--- config.mk ---
export PLATFORM = sky130hd
export DESIGN_NAME = ivt_unit
export DESIGN_NICKNAME = d
export VERILOG_FILES = /design/src/rtl/ivt_pkg.sv /design/src/rtl/ivt_reload_ctr.sv /design/src/rtl/ivt_free_ctr.sv /design/src/rtl/ivt_bus_if.sv /design/src/rtl/ivt_unit.sv
export SDC_FILE = /design/constraint.sdc
export NUM_CORES = 1
export LEC_CHECK = 0
export BUFFER_PORTS_ARGS = -buffer_cell sky130_fd_sc_hd__buf_2
export CORE_ASPECT_RATIO = 1.2
export CORE_UTILIZATION = 50
export DETAILED_ROUTE_END_ITERATION = 6
export HOLD_SLACK_MARGIN = 0.08
export PLACE_DENSITY_LB_ADDON = 0.3
export SETUP_SLACK_MARGIN = 0.15
export SYNTH_ARGS = -nofsm -noshare
export SYNTH_HDL_FRONTEND = slang
export SYNTH_SLANG_ARGS = --single-unit
export TNS_END_PERCENT = 50
--- constraint.sdc ---
create_clock -name clk -period 3.73 [get_ports clk]
set_clock_uncertainty 0.05 [all_clocks]
set_input_delay 0.373 -clock clk [delete_from_list [all_inputs] [get_ports clk]]
set_output_delay 0.373 -clock clk [all_outputs]
set_load 0.02 [all_outputs]
--- src/rtl/ivt_pkg.sv ---
package ivt_pkg;
  localparam int ADDR_W = 3;
  localparam int CTL_EN   = 7;
  localparam int CTL_PER  = 6;
  localparam int CTL_RATE = 3;
  localparam int FHI_EN   = 8;
  localparam logic [7:0] CTL_MASK = 8'hC8;

  typedef enum logic [ADDR_W-1:0] {
    OFS_LOAD  = 3'd0,
    OFS_COUNT = 3'd1,
    OFS_CTRL  = 3'd2,
    OFS_CLEAR = 3'd3,
    OFS_FLO   = 3'd4,
    OFS_FHI   = 3'd5
  } reg_ofs_e;
endpackage

--- src/rtl/ivt_reload_ctr.sv ---
module ivt_reload_ctr
  import ivt_pkg::*;
#(
  parameter int RLD_W  = 16,
  parameter int DATA_W = 32
) (
  input  logic              clk,
  input  logic              rst,
  input  logic              tick_fast,
  input  logic              tick_slow,
  input  logic              load_we,
  input  logic              ctrl_we,
  input  logic              clr_we,
  input  logic [DATA_W-1:0] wdata,
  output logic [RLD_W-1:0]  load_q,
  output logic [RLD_W-1:0]  count_q,
  output logic [7:0]        ctrl_q,
  output logic              irq_q
);
  logic en, periodic, tick_sel, step, start, underflow;

  assign en        = ctrl_q[CTL_EN];
  assign periodic  = ctrl_q[CTL_PER];
  assign tick_sel  = ctrl_q[CTL_RATE] ? tick_fast : tick_slow;
  assign step      = en & tick_sel;
  assign start     = ctrl_we & wdata[CTL_EN] & ~en;
  assign underflow = step & (count_q == '0);

  always_ff @(posedge clk) begin
    if (rst) begin
      load_q  <= '0;
      count_q <= '0;
      ctrl_q  <= '0;
      irq_q   <= 1'b0;
    end else begin
      if (load_we) load_q <= wdata[RLD_W-1:0];
      if (ctrl_we) ctrl_q <= wdata[7:0] & CTL_MASK;
      if (start) begin
        count_q <= load_q;
      end else if (step) begin
        if (count_q == '0) count_q <= periodic ? load_q : '1;
        else               count_q <= count_q - 1'b1;
      end
      if (underflow)   irq_q <= 1'b1;
      else if (clr_we) irq_q <= 1'b0;
    end
  end

  a_r8_hold_idle: assert property (@(posedge clk) disable iff (rst)
    (!en && !ctrl_we) |=> $stable(count_q));
  a_r3_step_down: assert property (@(posedge clk) disable iff (rst)
    (step && count_q != '0) |=> (count_q == $past(count_q) - 1'b1));
  a_r4_reload: assert property (@(posedge clk) disable iff (rst)
    (step && count_q == '0 && periodic) |=> (count_q == $past(load_q)) && irq_q);
  a_r9_wrap_ones: assert property (@(posedge clk) disable iff (rst)
    (step && count_q == '0 && !periodic) |=> (&count_q) && irq_q);
  a_r6_clear_race: assert property (@(posedge clk) disable iff (rst)
    (underflow && clr_we) |=> irq_q);
  a_r5_flag_holds: assert property (@(posedge clk) disable iff (rst)
    (irq_q && !clr_we) |=> irq_q);
endmodule

--- src/rtl/ivt_free_ctr.sv ---
module ivt_free_ctr
  import ivt_pkg::*;
#(
  parameter int FREE_W = 40,
  parameter int DATA_W = 32
) (
  input  logic              clk,
  input  logic              rst,
  input  logic              tick_free,
  input  logic              hi_we,
  input  logic [DATA_W-1:0] wdata,
  output logic [DATA_W-1:0] lo_word,
  output logic [DATA_W-1:0] hi_word
);
  localparam int HI_W = FREE_W - DATA_W;

  logic [FREE_W-1:0] cnt_q;
  logic              en_q;

  always_ff @(posedge clk) begin
    if (rst) begin
      cnt_q <= '0;
      en_q  <= 1'b0;
    end else begin
      if (hi_we) en_q <= wdata[FHI_EN];
      if (en_q && tick_free) cnt_q <= cnt_q + 1'b1;
    end
  end

  assign lo_word = cnt_q[DATA_W-1:0];

  generate
    if (HI_W > 0) begin : g_hi
      always_comb begin
        hi_word = '0;
        hi_word[HI_W-1:0] = cnt_q[FREE_W-1:DATA_W];
        hi_word[FHI_EN] = en_q;
      end
    end else begin : g_nohi
      always_comb begin
        hi_word = '0;
        hi_word[FHI_EN] = en_q;
      end
    end
  endgenerate

  a_r11_hold: assert property (@(posedge clk) disable iff (rst)
    !en_q |=> $stable(cnt_q));
  a_r11_count: assert property (@(posedge clk) disable iff (rst)
    (en_q && tick_free) |=> (cnt_q == $past(cnt_q) + 1'b1));
endmodule

--- src/rtl/ivt_bus_if.sv ---
module ivt_bus_if
  import ivt_pkg::*;
#(
  parameter int RLD_W  = 16,
  parameter int DATA_W = 32
) (
  input  logic              clk,
  input  logic              rst,
  input  logic              bus_we,
  input  logic              bus_re,
  input  logic [ADDR_W-1:0] bus_addr,
  input  logic [RLD_W-1:0]  load_q,
  input  logic [RLD_W-1:0]  count_q,
  input  logic [7:0]        ctrl_q,
  input  logic [DATA_W-1:0] free_lo,
  input  logic [DATA_W-1:0] free_hi,
  output logic              load_we,
  output logic              ctrl_we,
  output logic              clr_we,
  output logic              fhi_we,
  output logic [DATA_W-1:0] bus_rdata,
  output logic              bus_rvalid
);
  logic [DATA_W-1:0] rd_mux;

  assign load_we = bus_we && bus_addr == OFS_LOAD;
  assign ctrl_we = bus_we && bus_addr == OFS_CTRL;
  assign clr_we  = bus_we && bus_addr == OFS_CLEAR;
  assign fhi_we  = bus_we && bus_addr == OFS_FHI;

  always_comb begin
    rd_mux = '0;
    case (bus_addr)
      OFS_LOAD:  rd_mux[RLD_W-1:0] = load_q;
      OFS_COUNT: rd_mux[RLD_W-1:0] = count_q;
      OFS_CTRL:  rd_mux[7:0]       = ctrl_q;
      OFS_FLO:   rd_mux            = free_lo;
      OFS_FHI:   rd_mux            = free_hi;
      default:   rd_mux            = '0;
    endcase
  end

  always_ff @(posedge clk) begin
    if (rst) begin
      bus_rdata  <= '0;
      bus_rvalid <= 1'b0;
    end else begin
      bus_rvalid <= bus_re;
      if (bus_re) bus_rdata <= rd_mux;
    end
  end

  a_r12_rvalid_follows: assert property (@(posedge clk) disable iff (rst)
    bus_re |=> bus_rvalid);
  a_r12_rvalid_only: assert property (@(posedge clk) disable iff (rst)
    !bus_re |=> !bus_rvalid);
endmodule

--- src/rtl/ivt_unit.sv ---
module ivt_unit
  import ivt_pkg::*;
#(
  parameter int RLD_W  = 16,
  parameter int FREE_W = 40,
  parameter int DATA_W = 32
) (
  input  logic              clk,
  input  logic              rst,
  input  logic              tick_fast,
  input  logic              tick_slow,
  input  logic              tick_free,
  input  logic              bus_we,
  input  logic              bus_re,
  input  logic [ADDR_W-1:0] bus_addr,
  input  logic [DATA_W-1:0] bus_wdata,
  output logic [DATA_W-1:0] bus_rdata,
  output logic              bus_rvalid,
  output logic              irq
);
  logic              load_we, ctrl_we, clr_we, fhi_we;
  logic [RLD_W-1:0]  load_q, count_q;
  logic [7:0]        ctrl_q;
  logic [DATA_W-1:0] free_lo, free_hi;

  ivt_bus_if #(.RLD_W(RLD_W), .DATA_W(DATA_W)) u_bus (
    .clk(clk), .rst(rst), .bus_we(bus_we), .bus_re(bus_re),
    .bus_addr(bus_addr), .load_q(load_q), .count_q(count_q),
    .ctrl_q(ctrl_q), .free_lo(free_lo), .free_hi(free_hi),
    .load_we(load_we), .ctrl_we(ctrl_we), .clr_we(clr_we),
    .fhi_we(fhi_we), .bus_rdata(bus_rdata), .bus_rvalid(bus_rvalid)
  );

  ivt_reload_ctr #(.RLD_W(RLD_W), .DATA_W(DATA_W)) u_reload (
    .clk(clk), .rst(rst), .tick_fast(tick_fast), .tick_slow(tick_slow),
    .load_we(load_we), .ctrl_we(ctrl_we), .clr_we(clr_we),
    .wdata(bus_wdata), .load_q(load_q), .count_q(count_q),
    .ctrl_q(ctrl_q), .irq_q(irq)
  );

  ivt_free_ctr #(.FREE_W(FREE_W), .DATA_W(DATA_W)) u_free (
    .clk(clk), .rst(rst), .tick_free(tick_free), .hi_we(fhi_we),
    .wdata(bus_wdata), .lo_word(free_lo), .hi_word(free_hi)
  );

  a_r1_irq_reset: assert property (@(posedge clk) rst |=> !irq);
endmodule

==> flow_summary_export.csv <==
group,metric,value,unit
yosys,synth.avg_cell_area,8.19,sq um
timing,relSlewSlack,32.9,%
timing,max_freq,367,MHz
yosys,synth_common_cells,"dfxtp_1 (110), nor2_1 (80), a21oi_1 (72)",
critical_path,cp.arrival,2900,ps
critical_path,critical_path_required,3900,ps
clock_network,ctsResizeCount,0,
yosys,yosysTopAreaCellShare,41.6,%
global_route,overflow,0,
yosys,synthDistinctLibCells,55,
timing,hold_ws,217,ps
clock_network,hold_buffers,0,
global_route,grt_use_total,25.4,%
drt,viasPerCell,5.95,
layout,area_growth,12.0,%
yosys,yosys.area.top_type,"dfxtp_1",
layout,register_area,0.00220,sq mm
clock_network,cts.clk_slew.worst_paths,70,ps
die,coreArea,0.0102,sq mm
clock_network,cts.sinks,110,
die,fp.dieW,95.9,microns
timing,maxSlewViolCount,0,
drt,detail-route-antenna-nets,0,
drt,num_vias,4828,
power,p_leak,0.00215,uW
timing,hold_viol_final,0,
run_status,outcome,"complete, no violations",
clock_network,cts_root_buf,"clkbuf_16",
layout,diodes,0,
critical_path,rr_startpoint,"u_reload.count_q[0]",
run,cap_violations,0,
placed_design,io_buffers,59,
drt,firstDrtPassIters,5,
yosys,synth_area,0.00529,sq mm
clock_network,h-tree-depth,3,
timing,rsz0062_at_grt,"false",
placed_design,place_hpwl,9.21,mm
critical_path,startpoint,"u_reload.count_q[0]",
clock_network,cts_tree,"done",
power,ir_worst_vdd,0.230,mV
clock_network,cts_buffers,9,
die,std_cell_rows,40,
global_route,grt_pass1_vias,4605,
timing,finalCriticalPeriod,2730,ps
critical_path,worstSetupPathType,"reg -> reg",
die,fp.dieH,115,microns
global_route,grt_max_degree,74,
layout,final_nets,727,
clock_network,clockBufferDepth,2,
critical_path,worstSetupStartpointType,"flip-flop",
global_route,grt_pass1_wl,21.9,mm
critical_path,end_kind,"flip-flop",
layout,fillers,958,
hold_path,hold_path_class,"in -> reg",
clock_network,postCtsSetupBuffers,0,
global_route,antenna_found_initial,0,
timing,worst_pin_slew,1000,ps
yosys,yosysMostFrequentCell,"dfxtp_1",
clock_network,insertion_delay,340,ps
yosys,synth_edf_count,0,
drt,wl_per_cell,16.2,microns
hold_path,hold_start,"bus_wdata[13]",
drt,drcViolationCount,0,
die,start_util,52.1,%
yosys,yosys_most_used_dff,"dfxtp_1",
yosys,ys_warn_count,0,
timing,period_share,73.1,%
drt,drt_iter0_drc,290,
drt,wirelength,13.2,mm
yosys,synth_seq_cells,110,
yosys,synth-seq-area-share,41.6,%
yosys,synthArstFlopShare,0,%
timing,setup_viol,0,
yosys,synth_area_leaders,"dfxtp_1 (42%), a21oi_1 (6.8%), nor2_1 (5.7%)",
layout,multi_input_area,0.00289,sq mm
die,io_pins,76,
placed_design,gp_congestion,0.882,
timing,setup_tns,0,ps
yosys,synthCells,646,
power,powerDensity,394,mW/mm^2
yosys,synthesis.nets,691,
layout,drive_above_1_share,14.1,%
critical_path,cp_max_fo,9,
die,die_area,0.0110,sq mm
[critical path, cell delays in order, from the launching register on]
cell and delay (ps):
dfxtp_1 380, inv_1 130, ha_1 160, nor4b_1 520, nand4_1 500, nand2_1 350, o21ai_0 120, a2111oi_0 400
[routing by layer]
layer | up-vias | share of wire [%] | GRT usage, %
met5 | - | 0 | 0
met4 | 0 | 2.2 | 10.4
met3 | 26 | 5.3 | 3.19
met2 | 147 | 50 | 44.2
met1 | 2294 | 43 | 31.2
li1 | 2361 | - | -
[layout by cell type (no fill, tap or decap), drive strengths merged, types with 16 or more instances in the layout]
cell type,n
a21oi,72
buf,65
dfxtp,110
nand2,69
nand3,21
nor2,80
nor2b,37
nor3,16
o21ai,28
xnor2,18
[through the flow]
| stage | power [uW] | util [%] | worst slack (ps) | std cells | cell area [sq um] |
|---|---|---|---|---|---|
| 4_1_cts | 2350 | 58.3 | 1130 | 812 | 5930 |
| 6_report | 2340 | 58.3 | 1000 | 812 | 5930 |
| 5_1_grt | 2410 | 58.3 | 829 | 812 | 5930 |
| 3_5_place_dp | 1440 | 55.5 | 1050 | 797 | 5640 |
| 3_3_place_gp | 1430 | 55.5 | 1100 | 797 | 5640 |
| 2_1_floorplan | 1380 | - | 1580 | 646 | 5290 |
[flip-flops by register name, summed over array words and instances (netlist names)]
signal,cells
u_reload.irq_q,1
u_bus.bus_rdata,32
u_bus.bus_rvalid,1
u_free.cnt_q,40
u_free.en_q,1
u_reload.load_q,16
u_reload.count_q,16
u_reload.ctrl_q,3
[report_power, final]
group / total, uW / switching (uW) / internal [uW]
registers: 1210 / 19.7 / 1190
logic: 210 / 138 / 71.4
clock network: 920 / 414 / 506
total: 2340 / 572 / 1770
[path summary, 6_finish.rpt]
path	to	slack (ps)	cells after the start
worst max-delay path	u_reload.count_q[9]	1000	7
worst min-delay path	u_reload.load_q[13]	220	3
worst max register to register	u_reload.count_q[9]	1000	7
worst min register to register	u_reload.load_q[8]	430	2
[kinds of logic (layout without fill, tap and decap cells)]
kind of cell	count (synthesis)	count (layout)	share of synthesized area, %
XOR/XNOR	25	25	4.14
flip-flops	110	110	41.6
AO/OA/AOI/OAI	137	137	14.9
adder cells (fa/ha/maj)	3	3	0.709
buffers and inverters	52	92	3.85
multiplexers	21	21	6.12
AND/OR/NAND/NOR	298	298	28.7
[cell type report]
cell class              instances  area share (%)
clock buffers                  13            4.56
clock inverters                 2           0.274
inverters                      12           0.760
multi-input cells             484            48.8
flip-flops and latches        110            37.2
well taps                     126            2.66
repair buffers                 65            5.79
Power figures use the tool's default switching activity.
